[src/rtl/irq_bank_pkg.sv]
// Shared constants for the interrupt event bank.
// Assumes one 10-bit layout for status and mask, with bit 8 unused.
package irq_bank_pkg;

    localparam int SRC_W = 10;
    localparam int EV_N  = 9;

    // Positions that hold a real flop in both words.
    localparam logic [SRC_W-1:0] LIVE_BITS = 10'b10_1111_1111;

    // Byte offsets of the register views.
    localparam int OFS_STATUS  = 'h10;
    localparam int OFS_MASK    = 'h20;
    localparam int OFS_ENABLE  = 'h24;
    localparam int OFS_DISABLE = 'h28;

    // Address match flags produced by the decoder.
    typedef struct packed {
        logic stat;
        logic mask;
        logic unmask;
        logic block;
    } reg_hit_t;

    // Spread the nine event inputs over the 10-bit layout (bit 8 skipped).
    function automatic logic [SRC_W-1:0] ev_to_map(input logic [EV_N-1:0] ev);
        return {ev[8], 1'b0, ev[7:0]};
    endfunction

endpackage

[src/rtl/irq_addr_dec.sv]
// Address decoder: flags which register view an offset selects.
// Assumes exact byte offsets. Any other offset selects nothing.
module irq_addr_dec
    import irq_bank_pkg::*;
#(
    parameter int ADDR_W = 8
) (
    input  logic [ADDR_W-1:0] addr,
    output reg_hit_t          hit
);

    localparam logic [ADDR_W-1:0] A_STAT  = ADDR_W'(OFS_STATUS);
    localparam logic [ADDR_W-1:0] A_MASK  = ADDR_W'(OFS_MASK);
    localparam logic [ADDR_W-1:0] A_UNMSK = ADDR_W'(OFS_ENABLE);
    localparam logic [ADDR_W-1:0] A_BLOCK = ADDR_W'(OFS_DISABLE);

    // Compare the offset against each view.
    always_comb begin
        hit.stat   = (addr == A_STAT);
        hit.mask   = (addr == A_MASK);
        hit.unmask = (addr == A_UNMSK);
        hit.block  = (addr == A_BLOCK);
    end

endmodule

[src/rtl/irq_status_bank.sv]
// Sticky status word: a set pulse latches a bit, a clear request drops it.
// Assumes set has priority over clear. Non-live positions hold constant 0.
module irq_status_bank
    import irq_bank_pkg::*;
#(
    parameter int                W    = SRC_W,
    parameter logic [SRC_W-1:0]  LIVE = LIVE_BITS
) (
    input  logic         clk,
    input  logic         rst_n,
    input  logic [W-1:0] set_vec,
    input  logic [W-1:0] clr_vec,
    output logic [W-1:0] stat_q
);

    for (genvar i = 0; i < W; i++) begin : g_bit
        if (LIVE[i]) begin : g_live
            // Latch the event; an event in the clear cycle wins.
            always_ff @(posedge clk) begin
                if (!rst_n)          stat_q[i] <= 1'b0;
                else if (set_vec[i]) stat_q[i] <= 1'b1;
                else if (clr_vec[i]) stat_q[i] <= 1'b0;
            end
        end else begin : g_rsvd
            assign stat_q[i] = 1'b0;
        end
    end

endmodule

[src/rtl/irq_mask_bank.sv]
// Mask word, 1 = blocked. Changed only through separate block and unblock requests.
// Assumes at most one request per bit per cycle; block wins if both occur.
module irq_mask_bank
    import irq_bank_pkg::*;
#(
    parameter int                W    = SRC_W,
    parameter logic [SRC_W-1:0]  LIVE = LIVE_BITS
) (
    input  logic         clk,
    input  logic         rst_n,
    input  logic [W-1:0] block_vec,
    input  logic [W-1:0] unblock_vec,
    output logic [W-1:0] mask_q
);

    for (genvar i = 0; i < W; i++) begin : g_bit
        if (LIVE[i]) begin : g_live
            // Reset to blocked, then follow block/unblock requests.
            always_ff @(posedge clk) begin
                if (!rst_n)              mask_q[i] <= 1'b1;
                else if (block_vec[i])   mask_q[i] <= 1'b1;
                else if (unblock_vec[i]) mask_q[i] <= 1'b0;
            end
        end else begin : g_rsvd
            assign mask_q[i] = 1'b0;
        end
    end

endmodule

[src/rtl/irq_event_bank.sv]
// Interrupt register set of a serial controller: sticky status, write-one-clear,
// write-only unblock and block ports, a readable mask and one request line.
// Assumes single-cycle register writes and a combinational read port.
module irq_event_bank
    import irq_bank_pkg::*;
#(
    parameter int ADDR_W = 8,
    parameter int DATA_W = 32
) (
    input  logic              clk,
    input  logic              rst_n,
    input  logic              reg_wr,
    input  logic [ADDR_W-1:0] reg_addr,
    input  logic [DATA_W-1:0] reg_wdata,
    output logic [DATA_W-1:0] reg_rdata,
    input  logic [EV_N-1:0]   ev_in,
    output logic              irq_out
);

    localparam int PAD_W = DATA_W - SRC_W;

    reg_hit_t          hit;
    logic [SRC_W-1:0]  wbits;
    logic [SRC_W-1:0]  ev_map;
    logic [SRC_W-1:0]  stat_clr;
    logic [SRC_W-1:0]  mask_set;
    logic [SRC_W-1:0]  mask_clr;
    logic [SRC_W-1:0]  stat_q;
    logic [SRC_W-1:0]  mask_q;

    irq_addr_dec #(.ADDR_W(ADDR_W)) u_dec (
        .addr (reg_addr),
        .hit  (hit)
    );

    // Form the per-bit requests from the write and the events.
    always_comb begin
        wbits    = reg_wdata[SRC_W-1:0] & LIVE_BITS;
        ev_map   = ev_to_map(ev_in);
        stat_clr = (reg_wr && hit.stat)   ? wbits : '0;
        mask_set = (reg_wr && hit.block)  ? wbits : '0;
        mask_clr = (reg_wr && hit.unmask) ? wbits : '0;
    end

    irq_status_bank u_stat (
        .clk     (clk),
        .rst_n   (rst_n),
        .set_vec (ev_map),
        .clr_vec (stat_clr),
        .stat_q  (stat_q)
    );

    irq_mask_bank u_mask (
        .clk         (clk),
        .rst_n       (rst_n),
        .block_vec   (mask_set),
        .unblock_vec (mask_clr),
        .mask_q      (mask_q)
    );

    // Return the addressed view. Write-only and unmapped offsets read zero.
    always_comb begin
        reg_rdata = '0;
        if (hit.stat)      reg_rdata = {{PAD_W{1'b0}}, stat_q};
        else if (hit.mask) reg_rdata = {{PAD_W{1'b0}}, mask_q};
    end

    // Raise the request for any pending source that is not blocked.
    assign irq_out = |(stat_q & ~mask_q);

endmodule

[config.mk]
export PLATFORM = sky130hd
export DESIGN_NAME = irq_event_bank
export DESIGN_NICKNAME = d
export VERILOG_FILES = /design/src/rtl/irq_bank_pkg.sv /design/src/rtl/irq_addr_dec.sv /design/src/rtl/irq_status_bank.sv /design/src/rtl/irq_mask_bank.sv /design/src/rtl/irq_event_bank.sv
export SDC_FILE = /design/constraint.sdc
export NUM_CORES = 1
export LEC_CHECK = 0
export CAP_MARGIN = 5
export CORE_MARGIN = 1.5
export CORE_UTILIZATION = 31
export CTS_BUF_LIST = sky130_fd_sc_hd__clkbuf_8
export DETAILED_ROUTE_END_ITERATION = 10
export GPL_ROUTABILITY_DRIVEN = 0
export PLACE_DENSITY = 0.78
export RECOVER_POWER = 25
export SYNTH_ARGS = -nofsm -noshare
export SYNTH_HDL_FRONTEND = slang
export SYNTH_SLANG_ARGS = --single-unit
[constraint.sdc]
create_clock -name clk -period 2.5 [get_ports clk]
set_input_delay 0.625 -clock clk [delete_from_list [all_inputs] [get_ports clk]]
set_output_delay 0.625 -clock clk [all_outputs]
set_load 0.01 [all_outputs]
==> metrics.log <==
INFO  metric ports_placed_on_the_boundary = 85
INFO  metric seq_area = 360 um2
INFO  metric hold_class = reg2reg
INFO  metric synth-seq-area-share = 0.318
INFO  metric violations = negative setup slack
INFO  metric tritoncts_num_sinks = 18
INFO  metric drt_drc_violations_left = 0
INFO  metric first_pass_grt_wire_length = 5.30 mm
INFO  metric area_growth_syn_to_layout = 61.5%
INFO  metric pwr_density_cell = 363 mW/mm2
INFO  metric largest_stage_delay_on_the_critical_path = between 0.5 and 0.6 ns
INFO  metric floorplan.initialDensity = 0.332
INFO  metric syn-mean-instance-area = 9.07 um2
INFO  metric y_dimension_of_the_die = approximately 63 um
INFO  metric worst_skew_pair.late_latency = 0.25 ns
INFO  metric timing.critical_path.arrival = 2.11 ns
INFO  metric cts_hold_repair.buffers = 0
INFO  metric p_leak = 0.884 nW
INFO  metric worst_clock_skew = 0 ns
INFO  metric setup_ws = -0.230 ns
INFO  metric critical_path.endpoint_type = output pin
INFO  metric synth_enable_flop_cells = 0
INFO  metric timing.critical_path.cells = buf_6 > or4_4 > nor4_4 > buf_4 > buf_6 > buf_6 > a22o_4 > buf_6
INFO  metric clockRootBuffer = clkbuf_8
INFO  metric finalSetupTns = -1.43 ns
INFO  metric cts-buffers-inserted = 3
INFO  metric place_inst = between 200 and 250
INFO  metric timing.critical_path.slowest_stage_cell = or4_4
INFO  metric rrSetupSlack = 1.71 ns
INFO  metric vdd_ir_drop_max = 0.190 mV
INFO  metric timing_max_transition_violations_final = 0
INFO  metric hold_violations = 0
INFO  metric num_vias = 1178
INFO  metric clk_pin_slew_worst_paths = 0.07 ns
INFO  metric outcome = finished with violations
INFO  metric setup.worst_path.start = reg_addr[3]
INFO  metric synth_flop_cell = dfxtp_1
INFO  metric cp_data_required_time = 1.88 ns
INFO  metric routed_wirelength = 3.38 mm
INFO  metric crit_path_frequent_cell = buf_6
INFO  metric synthTopCellsByCount = 23 x buf_4, 18 x dfxtp_1, 15 x inv_1
INFO  metric yosysWarnings = 0
INFO  metric final_antenna_net_count = 0
INFO  metric maxCapViolCount = 0
INFO  metric wl_per_cell = 14.3 um
INFO  metric timing.hold.worst.start = u_mask.mask_q[6]$_SDFFE_PP1P_
INFO  metric worst_r2r_startpoint = u_stat.stat_q[4]$_SDFFE_PN0P_
INFO  metric critPathLaunchType = primary input
INFO  metric grt_antenna_before_repair = 0
INFO  metric synth_cell_types = 26
INFO  metric synthesis.area = 0.00113 mm2
INFO  metric synthCells = 125
INFO  metric fin_util = 0.536
INFO  metric count_of_placed_standard_cells_in_the_final_layout_fillers_left_out = 236
INFO  metric grt_pass1_vias = 1157
INFO  metric fin_total_pwr = roughly 660 uW
INFO  metric yosys_register_bits = 18
INFO  metric dr.pass1.iters = 4
INFO  metric pre_cts_slack = -0.883 ns
INFO  metric die_area = a little over 0.004 mm2
INFO  metric h-tree-depth = 1
INFO  metric filler_cell_count = 326
INFO  metric placeableCoreArea = 0.00342 mm2
INFO  metric cts_max_path_buffers = 2
INFO  metric synthMostInstantiatedCell = buf_4
INFO  metric cell_type_group_with_the_largest_total_delay_on_the_critical_path = simple AND/OR/NAND/NOR gates
INFO  metric cp_max_fo = 3
INFO  metric finalNetCount = 243
INFO  metric finalSetupViolCount = 9
INFO  metric period_share = 1.09
INFO  metric synthArstFlopShare = 0
INFO  metric setup_repair_after_global_routing_missed_its_margin = yes
INFO  metric io_buffers = 38
INFO  metric max_clock_freq = 366 MHz
INFO  metric worst-setup-path-type = in2out
INFO  metric avgViaCountPerCell = 4.99
INFO  metric drive_gt1_frac = 0.326
INFO  metric place.detailed.hpwl = 2.24 mm
INFO  metric timing.critical_path.buf_inv = 5
INFO  metric synthDominantCellAreaShare = 0.318
INFO  metric insertedDiodeCount = 0
INFO  metric min_period = 2.73 ns
INFO  metric fp.dieW = approximately 63 um
INFO  metric largest_net_degree_at_the_start_of_global_routing = 11
INFO  metric grt_usage = 0.165
INFO  metric floorplan.rows = 21
INFO  metric first_iter_violations = 50
INFO  metric multi_input_comb_area = 652 um2
INFO  metric synth_largest_area_cell = dfxtp_1
INFO  metric tritoncts = built
INFO  metric synthTopCellsByArea = dfxtp_1 32%, buf_4 15%, a221o_1 7.9%
INFO  metric grt.overflow.total = 0
## per-stage QoR
stage / instance area, um2 / hold slack, ns
floorplan: 1220 / 0.478
detailed placement: 1540 / 0.510
finish: 1830 / 0.540
global route: 1830 / 0.558
CTS: 1770 / 0.527
global placement: 1540 / 0.506
## metal layers
metal / routed length (um) / part of all wire / vias to the layer above / GRT usage
met5: 0 / 0 / - / 0
li1: - / - / 559 / -
met3: 230 / 0.068 / 0 / 0.0393
met1: 1380 / 0.41 / 568 / 0.207
met4: 0 / 0 / 0 / 0.0326
met2: 1770 / 0.52 / 51 / 0.287
## report_power, final
group          switching (mW)  internal [mW]  total (mW)
clock                  0.0971          0.140       0.237
combinational          0.0565         0.0634       0.120
sequential             0.0103          0.297       0.308
## logic make-up (layout without fill, tap and decap cells)
group / after synthesis / in the layout / share of synthesized area
buf+inv: 46 / 89 / 0.238
compound gates: 39 / 39 / 0.291
simple gates: 21 / 21 / 0.149
flops: 18 / 18 / 0.318
other cells: 1 / 23 / 0.00331
## final timing paths
check | to | cells past startpoint
worst max register to register | u_stat.stat_q[4]$_SDFFE_PN0P_ | 2
worst min-delay path | u_mask.mask_q[6]$_SDFFE_PP1P_ | 1
worst max-delay path | reg_rdata[3] | 8
worst min register to register | u_mask.mask_q[6]$_SDFFE_PP1P_ | 1
## cell usage in the layout, fill, tap and decap left out, drive strengths merged
| cell type | instances |
|---|---|
| nor4b | 1 |
| clkbuf | 5 |
| a41oi | 9 |
| nor3b | 1 |
| buf | 43 |
| and2b | 2 |
| a222oi | 1 |
| and4b | 1 |
| or4 | 1 |
| nor4 | 1 |
| nor2b | 3 |
| nand2b | 1 |
| o21ai | 9 |
| nand3 | 1 |
| clkdlybuf4s50 | 24 |
| dlymetal6s2s | 1 |
| conb | 23 |
| inv | 15 |
| a22oi | 1 |
| clkinv | 1 |
| a22o | 9 |
| dfxtp | 18 |
| nand4 | 9 |
| a221o | 9 |
| a2111oi | 1 |
## area by class of cell
class | count | area share
Multi-Input combinational cell | 83 | 0.356
Timing Repair Buffer | 69 | 0.353
Sequential cell | 18 | 0.197
Inverter | 16 | 0.0328
Tap cell | 46 | 0.0314
Clock buffer | 4 | 0.0301
## registers in the layout (all words and copies together) (netlist names)
register / flops
u_mask.mask_q: 9
u_stat.stat_q: 9
## timing repair
action / in CTS / in global routing
pin swaps: 5 / 6
setup buffers: 14 / 4
setup endpoints to repair: 10 / 10
gates cloned: 0 / 0
gates resized for setup: 73 / 8
No activity file was read; power rests on OpenSTA's default activity.
